==> config.mk <==
export PLATFORM = sky130hd
export DESIGN_NAME = scl_coord_gen
export DESIGN_NICKNAME = d
export VERILOG_FILES = /design/src/rtl/scl_pkg.sv /design/src/rtl/scl_seq.sv /design/src/rtl/scl_accum.sv /design/src/rtl/scl_sample.sv /design/src/rtl/scl_coord_gen.sv
export SDC_FILE = /design/constraint.sdc
export NUM_CORES = 1
export LEC_CHECK = 0
export ABC_CLOCK_PERIOD_IN_PS = 4200
export BUFFER_PORTS_ARGS = -buffer_cell sky130_fd_sc_hd__buf_2
export CORE_ASPECT_RATIO = 1.1
export CORE_MARGIN = 2
export CORE_UTILIZATION = 40
export CTS_CLUSTER_DIAMETER = 200
export CTS_CLUSTER_SIZE = 10
export DETAILED_ROUTE_END_ITERATION = 16
export PLACE_DENSITY = 0.6
export REMOVE_ABC_BUFFERS = 1
export SETUP_SLACK_MARGIN = 0.1
export SYNTH_ARGS = -nofsm -noshare
export SYNTH_HDL_FRONTEND = slang
export SYNTH_HIERARCHICAL = 1
export SYNTH_SLANG_ARGS = --single-unit
==> constraint.sdc <==
create_clock -name clk -period 4.2 [get_ports clk]
set_input_delay 0.63 -clock clk [delete_from_list [all_inputs] [get_ports clk]]
set_output_delay 0.63 -clock clk [all_outputs]
set_load 0.03 [all_outputs]
==> src/rtl/scl_pkg.sv <==
package scl_pkg;
    // Fraction bits of the running source position and of the origin input.
    localparam int FIX_FRAC = 16;
    localparam int ORG_FRAC = 4;

    typedef enum logic {
        SEQ_IDLE = 1'b0,
        SEQ_RUN  = 1'b1
    } seq_e;
endpackage

==> src/rtl/scl_seq.sv <==
// Destination raster sequencer: column/row counters, frame phase, done pulse.
module scl_seq
    import scl_pkg::*;
#(
    parameter int DW = 12
) (
    input  logic          clk,
    input  logic          rst_n,
    input  logic          start,
    input  logic [DW-1:0] dim_w,
    input  logic [DW-1:0] dim_h,
    input  logic          fire,
    output logic          accept,
    output logic          busy,
    output logic          last_col,
    output logic [DW-1:0] col,
    output logic [DW-1:0] row,
    output logic          done
);

    typedef struct packed {
        seq_e          ph;
        logic [DW-1:0] col;
        logic [DW-1:0] row;
        logic [DW-1:0] w;
        logic [DW-1:0] h;
        logic          done;
    } seq_t;

    seq_t st_q, st_d;

    always_comb begin
        st_d      = st_q;
        st_d.done = 1'b0;
        unique case (st_q.ph)
            SEQ_IDLE: begin
                if (start) begin
                    st_d.w   = dim_w;
                    st_d.h   = dim_h;
                    st_d.col = '0;
                    st_d.row = '0;
                    if (dim_w == '0 || dim_h == '0) begin
                        st_d.done = 1'b1;
                    end else begin
                        st_d.ph = SEQ_RUN;
                    end
                end
            end
            SEQ_RUN: begin
                if (fire) begin
                    if (st_q.col == st_q.w - 1'b1) begin
                        st_d.col = '0;
                        if (st_q.row == st_q.h - 1'b1) begin
                            st_d.ph   = SEQ_IDLE;
                            st_d.done = 1'b1;
                        end else begin
                            st_d.row = st_q.row + 1'b1;
                        end
                    end else begin
                        st_d.col = st_q.col + 1'b1;
                    end
                end
            end
            default: st_d.ph = SEQ_IDLE;
        endcase
    end

    always_ff @(posedge clk or negedge rst_n) begin
        if (!rst_n) begin
            st_q <= '{ph: SEQ_IDLE, col: '0, row: '0, w: '0, h: '0, done: 1'b0};
        end else begin
            st_q <= st_d;
        end
    end

    assign accept   = (st_q.ph == SEQ_IDLE) && start;
    assign busy     = (st_q.ph == SEQ_RUN);
    assign last_col = (st_q.col == st_q.w - 1'b1);
    assign col      = st_q.col;
    assign row      = st_q.row;
    assign done     = st_q.done;

    AST_DONE_ONE_CYCLE: assert property (@(posedge clk) disable iff (!rst_n)
        done |=> !done);
    AST_COL_IN_RANGE: assert property (@(posedge clk) disable iff (!rst_n)
        busy |-> (col < st_q.w) && (row < st_q.h));
    AST_START_IGNORED: assert property (@(posedge clk) disable iff (!rst_n)
        busy && start && !fire |=> $stable(col) && $stable(row));

endmodule

==> src/rtl/scl_accum.sv <==
// One 16.16 source-position accumulator with a rewind-to-origin path.
module scl_accum
    import scl_pkg::*;
#(
    parameter int AW = 32,
    parameter int OW = 8
) (
    input  logic          clk,
    input  logic          rst_n,
    input  logic          load,
    input  logic          rewind,
    input  logic          adv,
    input  logic [OW-1:0] org,
    input  logic [AW-1:0] step,
    output logic [AW-1:0] acc
);

    localparam int SH = FIX_FRAC - ORG_FRAC;

    typedef struct packed {
        logic [AW-1:0] acc;
        logic [AW-1:0] base;
    } acc_t;

    acc_t st_q, st_d;

    always_comb begin
        st_d = st_q;
        if (load) begin
            st_d.base = AW'(org) << SH;
            st_d.acc  = AW'(org) << SH;
        end else if (rewind) begin
            st_d.acc = st_q.base;
        end else if (adv) begin
            st_d.acc = st_q.acc + step;
        end
    end

    always_ff @(posedge clk or negedge rst_n) begin
        if (!rst_n) begin
            st_q <= '0;
        end else begin
            st_q <= st_d;
        end
    end

    assign acc = st_q.acc;

    AST_ACC_STEP: assert property (@(posedge clk) disable iff (!rst_n)
        adv && !load && !rewind |=> acc == $past(acc) + $past(step));
    AST_ACC_HOLD: assert property (@(posedge clk) disable iff (!rst_n)
        !adv && !load && !rewind |=> $stable(acc));

endmodule

==> src/rtl/scl_sample.sv <==
// Turns a 16.16 position into a clamped integer coordinate and a weight.
module scl_sample
    import scl_pkg::*;
#(
    parameter int AW  = 32,
    parameter int CW  = 12,
    parameter int BW  = 8,
    parameter int WW  = 8,
    parameter int BSH = 4
) (
    input  logic [AW-1:0] acc,
    input  logic [BW-1:0] blocks,
    input  logic          bilin,
    output logic [CW-1:0] coord,
    output logic [WW-1:0] wgt
);

    localparam int IW = AW - FIX_FRAC;
    localparam logic [AW:0] HALF = (AW + 1)'(1) << (FIX_FRAC - 1);

    logic [CW:0]   span;
    logic [CW-1:0] lim;
    logic [AW:0]   rnd;
    logic [IW:0]   ip;

    always_comb begin
        span = ((CW + 1)'(blocks)) << BSH;
        lim  = (span == '0) ? '0 : CW'(span - 1'b1);
        rnd  = {1'b0, acc} + HALF;
        if (bilin) begin
            ip  = {1'b0, acc[AW-1:FIX_FRAC]};
            wgt = acc[FIX_FRAC-1 -: WW];
        end else begin
            ip  = rnd[AW:FIX_FRAC];
            wgt = '0;
        end
        if (ip > (IW + 1)'(lim)) begin
            coord = lim;
        end else begin
            coord = CW'(ip);
        end
    end

endmodule

==> src/rtl/scl_coord_gen.sv <==
// Top: settings capture, destination placement, handshake, two axis pipes.
module scl_coord_gen
    import scl_pkg::*;
#(
    parameter int DW = 12,
    parameter int CW = 12,
    parameter int BW = 8,
    parameter int AW = 32,
    parameter int OW = 8,
    parameter int WW = 8
) (
    input  logic          clk,
    input  logic          rst_n,
    input  logic          start,
    input  logic [DW-1:0] dst_w,
    input  logic [DW-1:0] dst_h,
    input  logic [DW-1:0] dst_x0,
    input  logic [DW-1:0] dst_y0,
    input  logic [AW-1:0] step_x,
    input  logic [AW-1:0] step_y,
    input  logic [OW-1:0] org_x,
    input  logic [OW-1:0] org_y,
    input  logic [BW-1:0] src_wblk,
    input  logic [BW-1:0] src_hblk,
    input  logic          bilin_en,
    input  logic          out_ready,
    output logic          out_valid,
    output logic [CW-1:0] src_x,
    output logic [CW-1:0] src_y,
    output logic [WW-1:0] wgt_x,
    output logic [WW-1:0] wgt_y,
    output logic [DW-1:0] dst_x,
    output logic [DW-1:0] dst_y,
    output logic          bilin_out,
    output logic          done
);

    localparam int XSH = 4;   // column group = 16 pixels
    localparam int YSH = 3;   // row group = 8 lines

    typedef struct packed {
        logic [DW-1:0] x0;
        logic [DW-1:0] y0;
        logic [AW-1:0] sx;
        logic [AW-1:0] sy;
        logic [BW-1:0] bx;
        logic [BW-1:0] by;
        logic          bil;
    } cfg_t;

    cfg_t cfg_q, cfg_d;

    logic          accept, busy, last_col, fire;
    logic [DW-1:0] col, row;
    logic [AW-1:0] acc_x, acc_y;

    always_comb begin
        cfg_d = cfg_q;
        if (accept) begin
            cfg_d.x0  = dst_x0;
            cfg_d.y0  = dst_y0;
            cfg_d.sx  = step_x;
            cfg_d.sy  = step_y;
            cfg_d.bx  = src_wblk;
            cfg_d.by  = src_hblk;
            cfg_d.bil = bilin_en;
        end
    end

    always_ff @(posedge clk or negedge rst_n) begin
        if (!rst_n) begin
            cfg_q <= '0;
        end else begin
            cfg_q <= cfg_d;
        end
    end

    assign fire = out_valid && out_ready;

    scl_seq #(.DW(DW)) u_seq (
        .clk      (clk),
        .rst_n    (rst_n),
        .start    (start),
        .dim_w    (dst_w),
        .dim_h    (dst_h),
        .fire     (fire),
        .accept   (accept),
        .busy     (busy),
        .last_col (last_col),
        .col      (col),
        .row      (row),
        .done     (done)
    );

    scl_accum #(.AW(AW), .OW(OW)) u_acc_x (
        .clk    (clk),
        .rst_n  (rst_n),
        .load   (accept),
        .rewind (fire && last_col),
        .adv    (fire && !last_col),
        .org    (org_x),
        .step   (cfg_q.sx),
        .acc    (acc_x)
    );

    scl_accum #(.AW(AW), .OW(OW)) u_acc_y (
        .clk    (clk),
        .rst_n  (rst_n),
        .load   (accept),
        .rewind (1'b0),
        .adv    (fire && last_col),
        .org    (org_y),
        .step   (cfg_q.sy),
        .acc    (acc_y)
    );

    scl_sample #(.AW(AW), .CW(CW), .BW(BW), .WW(WW), .BSH(XSH)) u_smp_x (
        .acc    (acc_x),
        .blocks (cfg_q.bx),
        .bilin  (cfg_q.bil),
        .coord  (src_x),
        .wgt    (wgt_x)
    );

    scl_sample #(.AW(AW), .CW(CW), .BW(BW), .WW(WW), .BSH(YSH)) u_smp_y (
        .acc    (acc_y),
        .blocks (cfg_q.by),
        .bilin  (cfg_q.bil),
        .coord  (src_y),
        .wgt    (wgt_y)
    );

    assign out_valid = busy;
    assign bilin_out = cfg_q.bil;
    assign dst_x     = cfg_q.x0 + col;
    assign dst_y     = cfg_q.y0 + row;

    AST_STALL_HOLD: assert property (@(posedge clk) disable iff (!rst_n)
        out_valid && !out_ready |=> out_valid && $stable(src_x) && $stable(src_y)
            && $stable(wgt_x) && $stable(wgt_y) && $stable(dst_x) && $stable(dst_y));
    AST_NEAREST_ZERO_WGT: assert property (@(posedge clk) disable iff (!rst_n)
        out_valid && !bilin_out |-> (wgt_x == '0) && (wgt_y == '0));
    AST_CLAMP_X: assert property (@(posedge clk) disable iff (!rst_n)
        out_valid |-> ((CW + 1)'(src_x) < (((CW + 1)'(cfg_q.bx)) << XSH))
            || (src_x == '0));
    AST_CLAMP_Y: assert property (@(posedge clk) disable iff (!rst_n)
        out_valid |-> ((CW + 1)'(src_y) < (((CW + 1)'(cfg_q.by)) << YSH))
            || (src_y == '0));
    AST_DONE_NOT_VALID: assert property (@(posedge clk) disable iff (!rst_n)
        done |-> !out_valid);
    AST_FIRST_PLACED: assert property (@(posedge clk) disable iff (!rst_n)
        accept && dst_w != '0 && dst_h != '0 |=> out_valid && dst_x == $past(dst_x0)
            && dst_y == $past(dst_y0));

endmodule

==> metrics.cfg, run 1 <==
[setup_path]
cp_common_cell=a21oi_2
crit_path_start_kind=flop
critPathSlowestCell=or4_4
critPathKind=reg -> out
required_ns=3.57
end_kind=primary output
critPathMaxFanout=6
crit_chain=nor2_2 > nand3_2 > or4_4 > nor3_4 > a21oi_2 > ha_1 > a21o_1 > a21oi_2 > a31oi_1 > or3_4 > a311oi_4 > buf_4 > buf_12 > mux2_4 > buf_6
cp.arrival_ns=3.90
slowest_delay_ns=0.46

[routing]
drcViolationCount=0
drt_iter0_drc=738
vias_per_cell=5.469
wl_per_cell_um=17.79
vias=14330
wirelength_um=46610
drt-pass1-iter-count=5
ant_nets=0

[final_layout]
layout.cells.non_filler=2620
area_growth_pct=15.99
multi_input_area_sq_um=10880
fillers=4146
seqCellArea_sq_um=5888
drive_gt1_share_pct=27.28
final_area_sq_um=20240
final_core_util_pct=46.80
finalNetCount=2312

[synthesis]
postSynthAreaPerCell_sq_um=9.345
yosys_warnings=6
synth_area_sq_um=17450
synthCells=1867

[sta]
fmax_ghz=0.2210
setup_ws_ns=-0.3253
hold_viol_final=0
period_share_pct=107.7
setup_viol=24
slew_viol_final=0
worst_pin_slew_ns=0.9223
min_period_ns=4.525
max_slew_margin_pct=38.51
rsz0062_at_grt=yes
finClkSkew_ns=0.02747

[global_route]
grt_antenna_before_repair=8
globalRoute.totalOverflow=0
grt_start_max_net_pins=112
grt_pass1_wl_um=74940
track_usage_pct=20.27
first_global_vias=14579

[floorplan]
std_cell_rows=80
dieHeight_um=223.0
initial_utilization_pct=40.35
core_area_sq_um=43240
die_w_um=203.1
ios=216
die_area_sq_um=45310

[power]
power_per_cell_area_nw_per_um2=470.2
power.leakage_nw=9.517
ir_drop_mv=0.3065

[place]
globalplace.congestion=0.8778
dp_cells=2556
dp_slack_ns=0.04381
hpwl_um=34600
dpl_cell_area_sq_um=18710
portBuffers=215

[run]
drv_cap=0

[clock_network]
cts_buffers=27
cts_hold_buffers=0
cts_tree=done
h-tree-depth=1
cts_buffer_depth=3
root_buffer=clkbuf_16
clkSinkCount=235
clk_pin_slew_ns=0.06
clock_latency_ns=0.56

[status]
status=complete, but fails checks
violations=negative setup slack

[worst_hold_path]
hold_class=in -> async

state kept, by name (all words and copies together), names as in the netlist:
register	flops
u_seq/row	12
u_acc_x/acc	32
bilin_out	1
u_acc_y/acc	32
u_seq/st_q	24
u_acc_y/st_q	8
u_seq/done	1
u_seq/col	12
u_acc_x/st_q	8
cfg_q	104
u_seq/busy	1
where the power goes:
group / switching [mW] / internal [mW] / total, mW
Combinational: 2.46 / 1.92 / 4.38
Sequential: 0.434 / 2.64 / 3.07
Clock: 0.938 / 1.13 / 2.07
per-layer routing:
metal / track usage (%) / share of wire (%) / up-vias
li1: - / - / 7013
met4: 6.734 / 2.8 / 6
met1: 26.22 / 44 / 6946
met5: 0 / 0.094 / -
met3: 3.067 / 4.2 / 71
met2: 34.59 / 48 / 294
path summary, 6_finish.rpt:
kind,startpoint,endpoint,slack (ns),cells after the start
setup / recovery,cfg_q[3],src_y[2],-0.33,15
max in group asynchronous,rst_n,cfg_q[88],3.14,2
setup reg to reg,u_seq/st_q[15],u_acc_x/acc[22],0.47,10
hold / removal,rst_n,cfg_q[96],0.12,1
hold reg to reg,cfg_q[86],cfg_q[86],0.51,1
min in group clk,dst_w[10],u_seq/st_q[23],0.27,3
placed cells by master, fill, tap and decap left out, types with 19 or more instances in the layout:
master / instances
buf_2: 190
mux2_2: 109
and2_1: 30
nor2_1: 104
nand4_1: 24
dfrtp_1: 229
nor3_1: 25
o21ai_1: 19
clkbuf_16: 27
xor2_1: 57
nand2_1: 175
nand3_1: 38
and3_1: 24
a21oi_1: 107
ha_1: 109
inv_1: 61
a21o_1: 37
buf_4: 69
or3_1: 22
mux2i_1: 43
o21ai_0: 91
xnor2_1: 62
final cells by class:
class | count | area share, %
Antenna cell | 4 | 0.04946
Clock buffer | 27 | 3.338
Clock inverter | 2 | 0.08037
Inverter | 70 | 1.335
Multi-Input combinational cell | 1426 | 53.74
Sequential cell | 235 | 29.09
Tap cell | 574 | 3.549
Timing Repair Buffer | 282 | 8.810
stage by stage:
| step | hold WS, ns | setup TNS, ns | power, mW |
|---|---|---|---|
| floorplan | 0.3344 | -228.00 | 5.995 |
| global placement | 0.4854 | 0 | 6.950 |
| detailed placement | 0.5030 | 0 | 7.034 |
| CTS | 0.1646 | -5.513 | 9.403 |
| global route | 0.1911 | -9.607 | 10.20 |
| finish | 0.1240 | -5.553 | 9.516 |
critical path: cells and delay by family (launching register included):
kind,cells,cell delay [ns]
buffers and inverters,3,0.42
and+or+nand+nor,5,1.21
AOI/OAI and AO/OA,5,0.69
adders and majority gates,1,0.32
muxes,1,0.30
DFF,1,0.40
what timing repair did:
item / in CTS / in global routing
endpoints found under the setup margin: 24 / 24
gates cloned: 2 / 0
buffers inserted: 18 / 11
resized for setup: 80 / 51
pin swaps: 18 / 13
(Power assumes the default switching activity.)
==> run 2: changes to the inputs <==
ABC_CLOCK_PERIOD_IN_PS = 4000   (was 4200)
PLACE_DENSITY = 0.62   (was 0.6)
clock period = 4 ns   (was 4.2 ns; I/O delays follow)
==> run 2 against run 1 <==
Compared with the run above: the flow still finishes with violations (negative setup slack); count of clock-buffer cells in the layout is the same; utilization is essentially flat; register-to-register slack is essentially flat; largest cell class unchanged; largest power group unchanged; highest routed layer unchanged.
==> metrics.cfg, run 2 (synthesis results as in run 1) <==
[floorplan]
std_cell_rows=80  ; unchanged
initial_utilization_pct=40.35  ; unchanged
die_w_um=203.1  ; unchanged
core_area_sq_um=43240  ; unchanged
ios=216  ; unchanged
dieHeight_um=223.0  ; unchanged
die_area_sq_um=45310  ; unchanged

[power]
p_comb_share_pct=45.7  ; -0.3 points
ir_drop_mv=0.3332  ; +8.7%
sw_frac_of_total_pct=39.98  ; -0.28 points
power.leakage_nw=9.559  ; +0.44%
p_sw_mw=3.955  ; +3.2%
p_int_mw=5.936  ; +4.4%
clkPwrFrac_pct=22.0  ; +0.3 points
total_power_mw=9.891  ; +3.9%
p_seq_share_pct=32.4  ; about the same
power_per_cell_area_nw_per_um2=489.0  ; +4.0%

[routing]
wl_per_cell_um=17.63  ; -0.91%
vias_per_cell=5.494  ; +0.45%
vias=14482  ; +1.1%
ant_nets=0  ; unchanged
wirelength_um=46470  ; -0.30%
drt_iter0_drc=628  ; -15%
drt-pass1-iter-count=5  ; unchanged
drcViolationCount=0  ; unchanged

[final_layout]
finalNetCount=2330  ; +0.78%
top_register=cfg_q
layout.cells.non_filler=2636  ; +0.61%
layout_commonest_cell=dfrtp_1
area_growth_pct=15.92  ; about the same
layout.cells.most_common_list=dfrtp_1, buf_2, nand2_1, ha_1, mux2_2
fillers=4189  ; +1.0%
final_core_util_pct=46.77  ; about the same
final_area_sq_um=20230  ; about the same
largest_reg_flops=104  ; unchanged
multi_input_area_sq_um=10760  ; -1.0%
drive_gt1_share_pct=27.48  ; +0.20 points
seqCellArea_sq_um=5887  ; about the same

[sta]
tns_ns=-11.48  ; -5.926 ns
slew_viol_final=0  ; unchanged
setup_ws_ns=-0.6015  ; -0.2762 ns
rsz0062_at_grt=yes
min_period_ns=4.602
worst_pin_slew_ns=0.8812  ; -0.04108 ns
hold_viol_final=0  ; unchanged
setup_viol=24  ; unchanged
fmax_ghz=0.2173
max_slew_margin_pct=41.25  ; +2.7 points
fin_hold_ws_ns=0.06340  ; -0.06059 ns
period_share_pct=115.0
finClkSkew_ns=0.01110  ; -0.01637 ns

[global_route]
track_usage_pct=20.46  ; +0.19 points
busiest_layer=met2
grt_pass1_wl_um=76010  ; +1.4%
globalRoute.totalOverflow=0  ; unchanged
first_global_vias=14786  ; +1.4%
use_met1_pct=26.11  ; -0.11 points
grt_antenna_before_repair=5  ; -3
use_met2_pct=35.57  ; +0.98 points
grt_use_met3_pct=3.111  ; +0.044 points
grt_start_max_net_pins=102  ; -8.9%

[setup_path]
path_buf_inv=3  ; unchanged
r2r_start=u_seq/st_q[15]
path_delay_family=simple AND/OR/NAND/NOR gates
crit_chain=ha_1 > nor2b_1 > buf_4 > nand3_1 > xnor2_2 > ha_1 > nand4_1 > nor2_2 > a31oi_1 > or3_4 > a311oi_4 > buf_6 > mux2_4 > buf_6
end_kind=primary output
required_ns=3.40  ; -0.17 ns
critPathKind=reg -> out
critPathSlowestCell=dfrtp_1
cp.arrival_ns=4.00  ; +0.10 ns
crit_path_start_kind=flop
r2r-end=u_acc_x/acc[22]
ff2ff_path_depth=10  ; unchanged
slowest_delay_ns=0.41  ; -0.05 ns
critPathMaxFanout=8  ; +2
r2r_slack_ns=0.47  ; about the same

[clock_network]
h-tree-depth=1  ; unchanged
clock_latency_ns=0.56  ; about the same
cts_tree=done
cts_buffers=27  ; unchanged
clk_pin_slew_ns=0.06  ; about the same
root_buffer=clkbuf_16
clkSinkCount=235  ; unchanged
cts_buffer_depth=3  ; unchanged

[run]
drv_cap=0  ; unchanged

[place]
dpl_cell_area_sq_um=18860  ; +0.79%
dp_slack_ns=0.003743  ; -0.04006 ns
dp_cells=2579  ; +0.90%
hpwl_um=34970  ; +1.1%
globalplace.congestion=0.8966  ; +2.1%
portBuffers=215  ; unchanged

[worst_hold_path]
hold_class=in -> async

[status]
status=complete, but fails checks
violations=negative setup slack

run 2: cell count changes in the layout (fill, tap and decap cells not counted), sizes merged:
cell,delta
diode,-2
buf,+18
run 2: worst max path at each step:
stage / slack (ns) / endpoint / start / cells after the start
final: -0.60 / src_y[3] / u_acc_y/acc[15] / 14
after floorplan: -2.28 / u_seq/row[11] / u_seq/busy / 5
after global routing: -0.74 / src_y[3] / u_acc_y/acc[16] / 14
after CTS: -0.44 / src_y[3] / bilin_out / 13
after detailed placement: 0.004 / src_x[4] / bilin_out / 15
after global placement: 0.11 / src_y[4] / cfg_q[4] / 13
run 2: per-layer routing:
| layer | part of all wire (%) | up-vias | wire [um] |
|---|---|---|---|
| met1 | 44 | 7041 | 20450 |
| met3 | 4.3 | 86 | 1978 |
| met2 | 49 | 296 | 22760 |
| met4 | 2.7 | 6 | 1237 |
| li1 | - | 7053 | - |
| met5 | 0.095 | - | 44 |
run 2: what timing repair did:
| item | 4_1_cts | 5_1_grt |
|---|---|---|
| pin swaps | 25 | 12 |
| hold buffers | 0 | 0 |
| gates resized for setup | 85 | 29 |
| setup buffers | 16 | 9 |
| endpoints found under the setup margin | 24 | 26 |
| gates cloned | 1 | 0 |
run 2: power by group through the flow:
stage                     logic [mW]  clock network [mW]  registers, mW
after detailed placement        4.20                   0           3.23
final                           4.52                2.17           3.20
after global placement          4.11                   0           3.22
after global routing            4.99                2.35           3.27
after floorplan                 3.19                   0           3.11
after CTS                       4.42                2.28           3.20
run 2: cell type report:
cell class / instances / area share [%]
clock buffers: 27 / 3.341
inverters: 70 / 1.336
repair buffers: 300 / 9.341
clock inverters: 2 / 0.08042
diodes: 2 / 0.02474
multi-input cells: 1426 / 53.22
well taps: 574 / 3.551
flip-flops and latches: 235 / 29.11
run 2: worst register-to-register path, cell delays in order, from the launching register on:
cell,delay [ns]
dfrtp_1,0.45
or4_1,0.71
o311ai_0,0.57
nor3b_1,0.11
nand3_1,0.12
inv_1,0.08
and3_2,0.33
nor2_1,0.18
nand2_1,0.24
or4_1,0.57
nand3_1,0.09
==> run 3: changes to the inputs <==
CORE_UTILIZATION = 54   (was 40)
PLACE_DENSITY = 0.79   (was 0.62)
RECOVER_POWER = 100   (was not set)
==> run 3 against run 2 <==
Compared with the run above: the run ends with max-capacitance violations, max-slew violations, negative setup slack left; worst hold slack better by 0.20 ns; global-route usage up 5.7 points; count of clock-buffer cells in the layout unchanged; total power up 1.0%; non-clock buffer count down 8; utilization up 16 points; clock power about the same.
==> metrics.cfg, run 3 (synthesis results as in run 1) <==
[status]
status=complete, but fails checks
violations=max-capacitance violations, max-slew violations, negative setup slack

[setup_path]
end_kind=primary output
crit_path_start_kind=flop
path_buf_inv=4  ; +1
r2r_slack_ns=-0.11  ; -0.58 ns
worstSetupStartpoint=cfg_q[12]
slowest_delay_ns=0.45  ; +0.04 ns
ff2ff_path_depth=11  ; +1
crit_chain=nor2_1 > nand4bb_1 > or3_4 > inv_4 > buf_4 > ha_1 > a21oi_1 > nor3_1 > o41ai_2 > nand4_2 > buf_6 > mux2_4 > buf_6
r2r_start=u_seq/st_q[15]
cp_common_cell=buf_6
r2r-end=u_acc_y/acc[5]
critPathSlowestCell=or3_4
path_delay_family=simple AND/OR/NAND/NOR gates
critPathMaxFanout=5  ; -3
critPathKind=reg -> out
required_ns=3.40  ; about the same
cp.arrival_ns=3.94  ; -0.06 ns
endpoint=src_x[5]
crit_cells=13  ; -1

[sta]
max_slew_margin_pct=-89.11  ; -130 points
worst_pin_slew_ns=2.837  ; +1.955 ns
finClkSkew_ns=0.02025  ; +0.009154 ns
setup_viol=33  ; +38%
slew_viol_final=194  ; +194
fmax_ghz=0.2205  ; +1.4%
period_share_pct=113.4  ; -1.6 points
rsz0062_at_grt=yes
min_period_ns=4.536  ; -0.06565 ns
setup_ws_ns=-0.5359  ; +0.06565 ns
hold_viol_final=0  ; unchanged

[final_layout]
layout.cells.non_filler=2485  ; -5.7%
finalNetCount=2322  ; -0.34%
final_core_util_pct=62.38  ; +16 points
top_register=cfg_q
largest_reg_flops=104  ; unchanged
drive_gt1_share_pct=25.63  ; -1.8 points
final_area_sq_um=19980  ; -1.2%
layout.cells.most_common_list=dfrtp_1, nand2_1, buf_2, mux2_2
area_growth_pct=14.51
fillers=2659  ; -37%
layout_commonest_cell=dfrtp_1

[floorplan]
core_area_sq_um=32030  ; -26%
die_area_sq_um=33770  ; -25%
die_w_um=175.4  ; -14%
std_cell_rows=69  ; -14%
initial_utilization_pct=54.47  ; +14 points
ios=216  ; unchanged
dieHeight_um=192.5  ; -14%

[place]
dpl_cell_area_sq_um=18610  ; -1.3%
hpwl_um=32730  ; -6.4%
globalplace.congestion=0.9238  ; +3.0%
portBuffers=215  ; unchanged
dp_cells=2421  ; -6.1%

[clock_network]
cts_hold_buffers=0  ; unchanged
cts_buffers=27  ; unchanged
cts_tree=done
h-tree-depth=1  ; unchanged
root_buffer=clkbuf_16
clk_pin_slew_ns=0.06  ; about the same
clock_latency_ns=0.56  ; about the same
cts_buffer_depth=3  ; unchanged
clkSinkCount=235  ; unchanged

[power]
ir_drop_mv=0.3547  ; +6.4%
power.leakage_nw=9.360  ; -2.1%
power_per_cell_area_nw_per_um2=500.0  ; +2.2%

[global_route]
grt_antenna_before_repair=8  ; +3
grt_start_max_net_pins=111  ; +8.8%
track_usage_pct=26.15  ; +5.7 points
first_global_vias=14423  ; -2.5%
grt_pass1_wl_um=72420  ; -4.7%
globalRoute.totalOverflow=0  ; unchanged

[routing]
wl_per_cell_um=18.41  ; +4.4%
vias_per_cell=5.954  ; +8.4%
vias=14795  ; +2.2%
wirelength_um=45750  ; -1.5%
drcViolationCount=0  ; unchanged
drt_iter0_drc=911  ; +45%
drt-pass1-iter-count=6  ; +1
ant_nets=0  ; unchanged

[run]
drv_cap=2  ; +2

[worst_hold_path]
hold_class=in -> reg

## run 3: cell types whose count changed in the layout (fill, tap and decap cells not counted), sizes merged
| cell | previous run | this run |
|---|---|---|
| diode | 2 | 7 |
| clkbuf | 27 | 79 |
| inv | 71 | 70 |
| buf | 300 | 240 |
| clkinvlp | 1 | 2 |
## run 3: final cells by class
cell class,count,area (sq um),area share [%]
Multi-Input combinational cell,1426,10870,54.40
Sequential cell,235,5888,29.47
Timing Repair Buffer,292,1713,8.573
Clock buffer,27,675.6,3.382
Tap cell,426,533.0,2.668
Inverter,70,266.5,1.334
Antenna cell,7,17.52,0.08768
Clock inverter,2,16.27,0.08141
## run 3: tightest hold or removal path, cell delays in order
cell and delay (ns):
buf_2 0.09, nand2_1 0.04, nand2_1 0.04
## run 3: per-layer routing
layer | global-route usage (%) | routed length [um] | vias up
met5 | 0 | 13 | -
met4 | 9.904 | 1523 | 2
met3 | 3.191 | 2455 | 110
met2 | 45.34 | 22570 | 499
met1 | 33.49 | 19190 | 7158
li1 | - | - | 7026
## run 3: worst min-delay path by stage
stage                   start             end  slack [ns]  cells after the start
6_report             dst_w[3]  u_seq/st_q[16]        0.26                      3
5_1_grt             dst_h[11]  u_seq/st_q[12]        0.26                      3
4_1_cts                 rst_n       cfg_q[98]        0.16                      1
3_5_place_dp   u_seq/st_q[12]  u_seq/st_q[12]        0.49                      2
3_3_place_gp   u_seq/st_q[12]  u_seq/st_q[12]        0.49                      2
2_1_floorplan           rst_n       bilin_out        0.30                      0
## run 3: per-stage QoR
| stage | power [mW] | hold slack [ns] | setup slack, ns | setup TNS [ns] |
|---|---|---|---|---|
| 2_1_floorplan | 6.294 | 0.3044 | -2.277 | -277.70 |
| 3_3_place_gp | 7.257 | 0.4876 | 0.09055 | 0 |
| 3_5_place_dp | 7.396 | 0.4854 | -0.04187 | -0.1576 |
| 4_1_cts | 9.832 | 0.1581 | -0.3686 | -6.652 |
| 5_1_grt | 10.60 | 0.2587 | -0.6393 | -27.35 |
| 6_report | 9.990 | 0.2641 | -0.5359 | -11.51 |
## run 3: power breakdown
| part | internal [mW] | total [mW] | leakage (nW) | switching (mW) |
|---|---|---|---|---|
| logic | 1.98 | 4.62 | 6.08 | 2.64 |
| clock network | 1.18 | 2.16 | 0.337 | 0.972 |
| registers | 2.77 | 3.21 | 2.94 | 0.444 |
## run 3: repair_timing
item,in CTS,in global routing
endpoints found under the setup margin,24,42
cloned,1,0
pin swaps,31,19
setup buffers,20,7
gates resized for setup,101,38
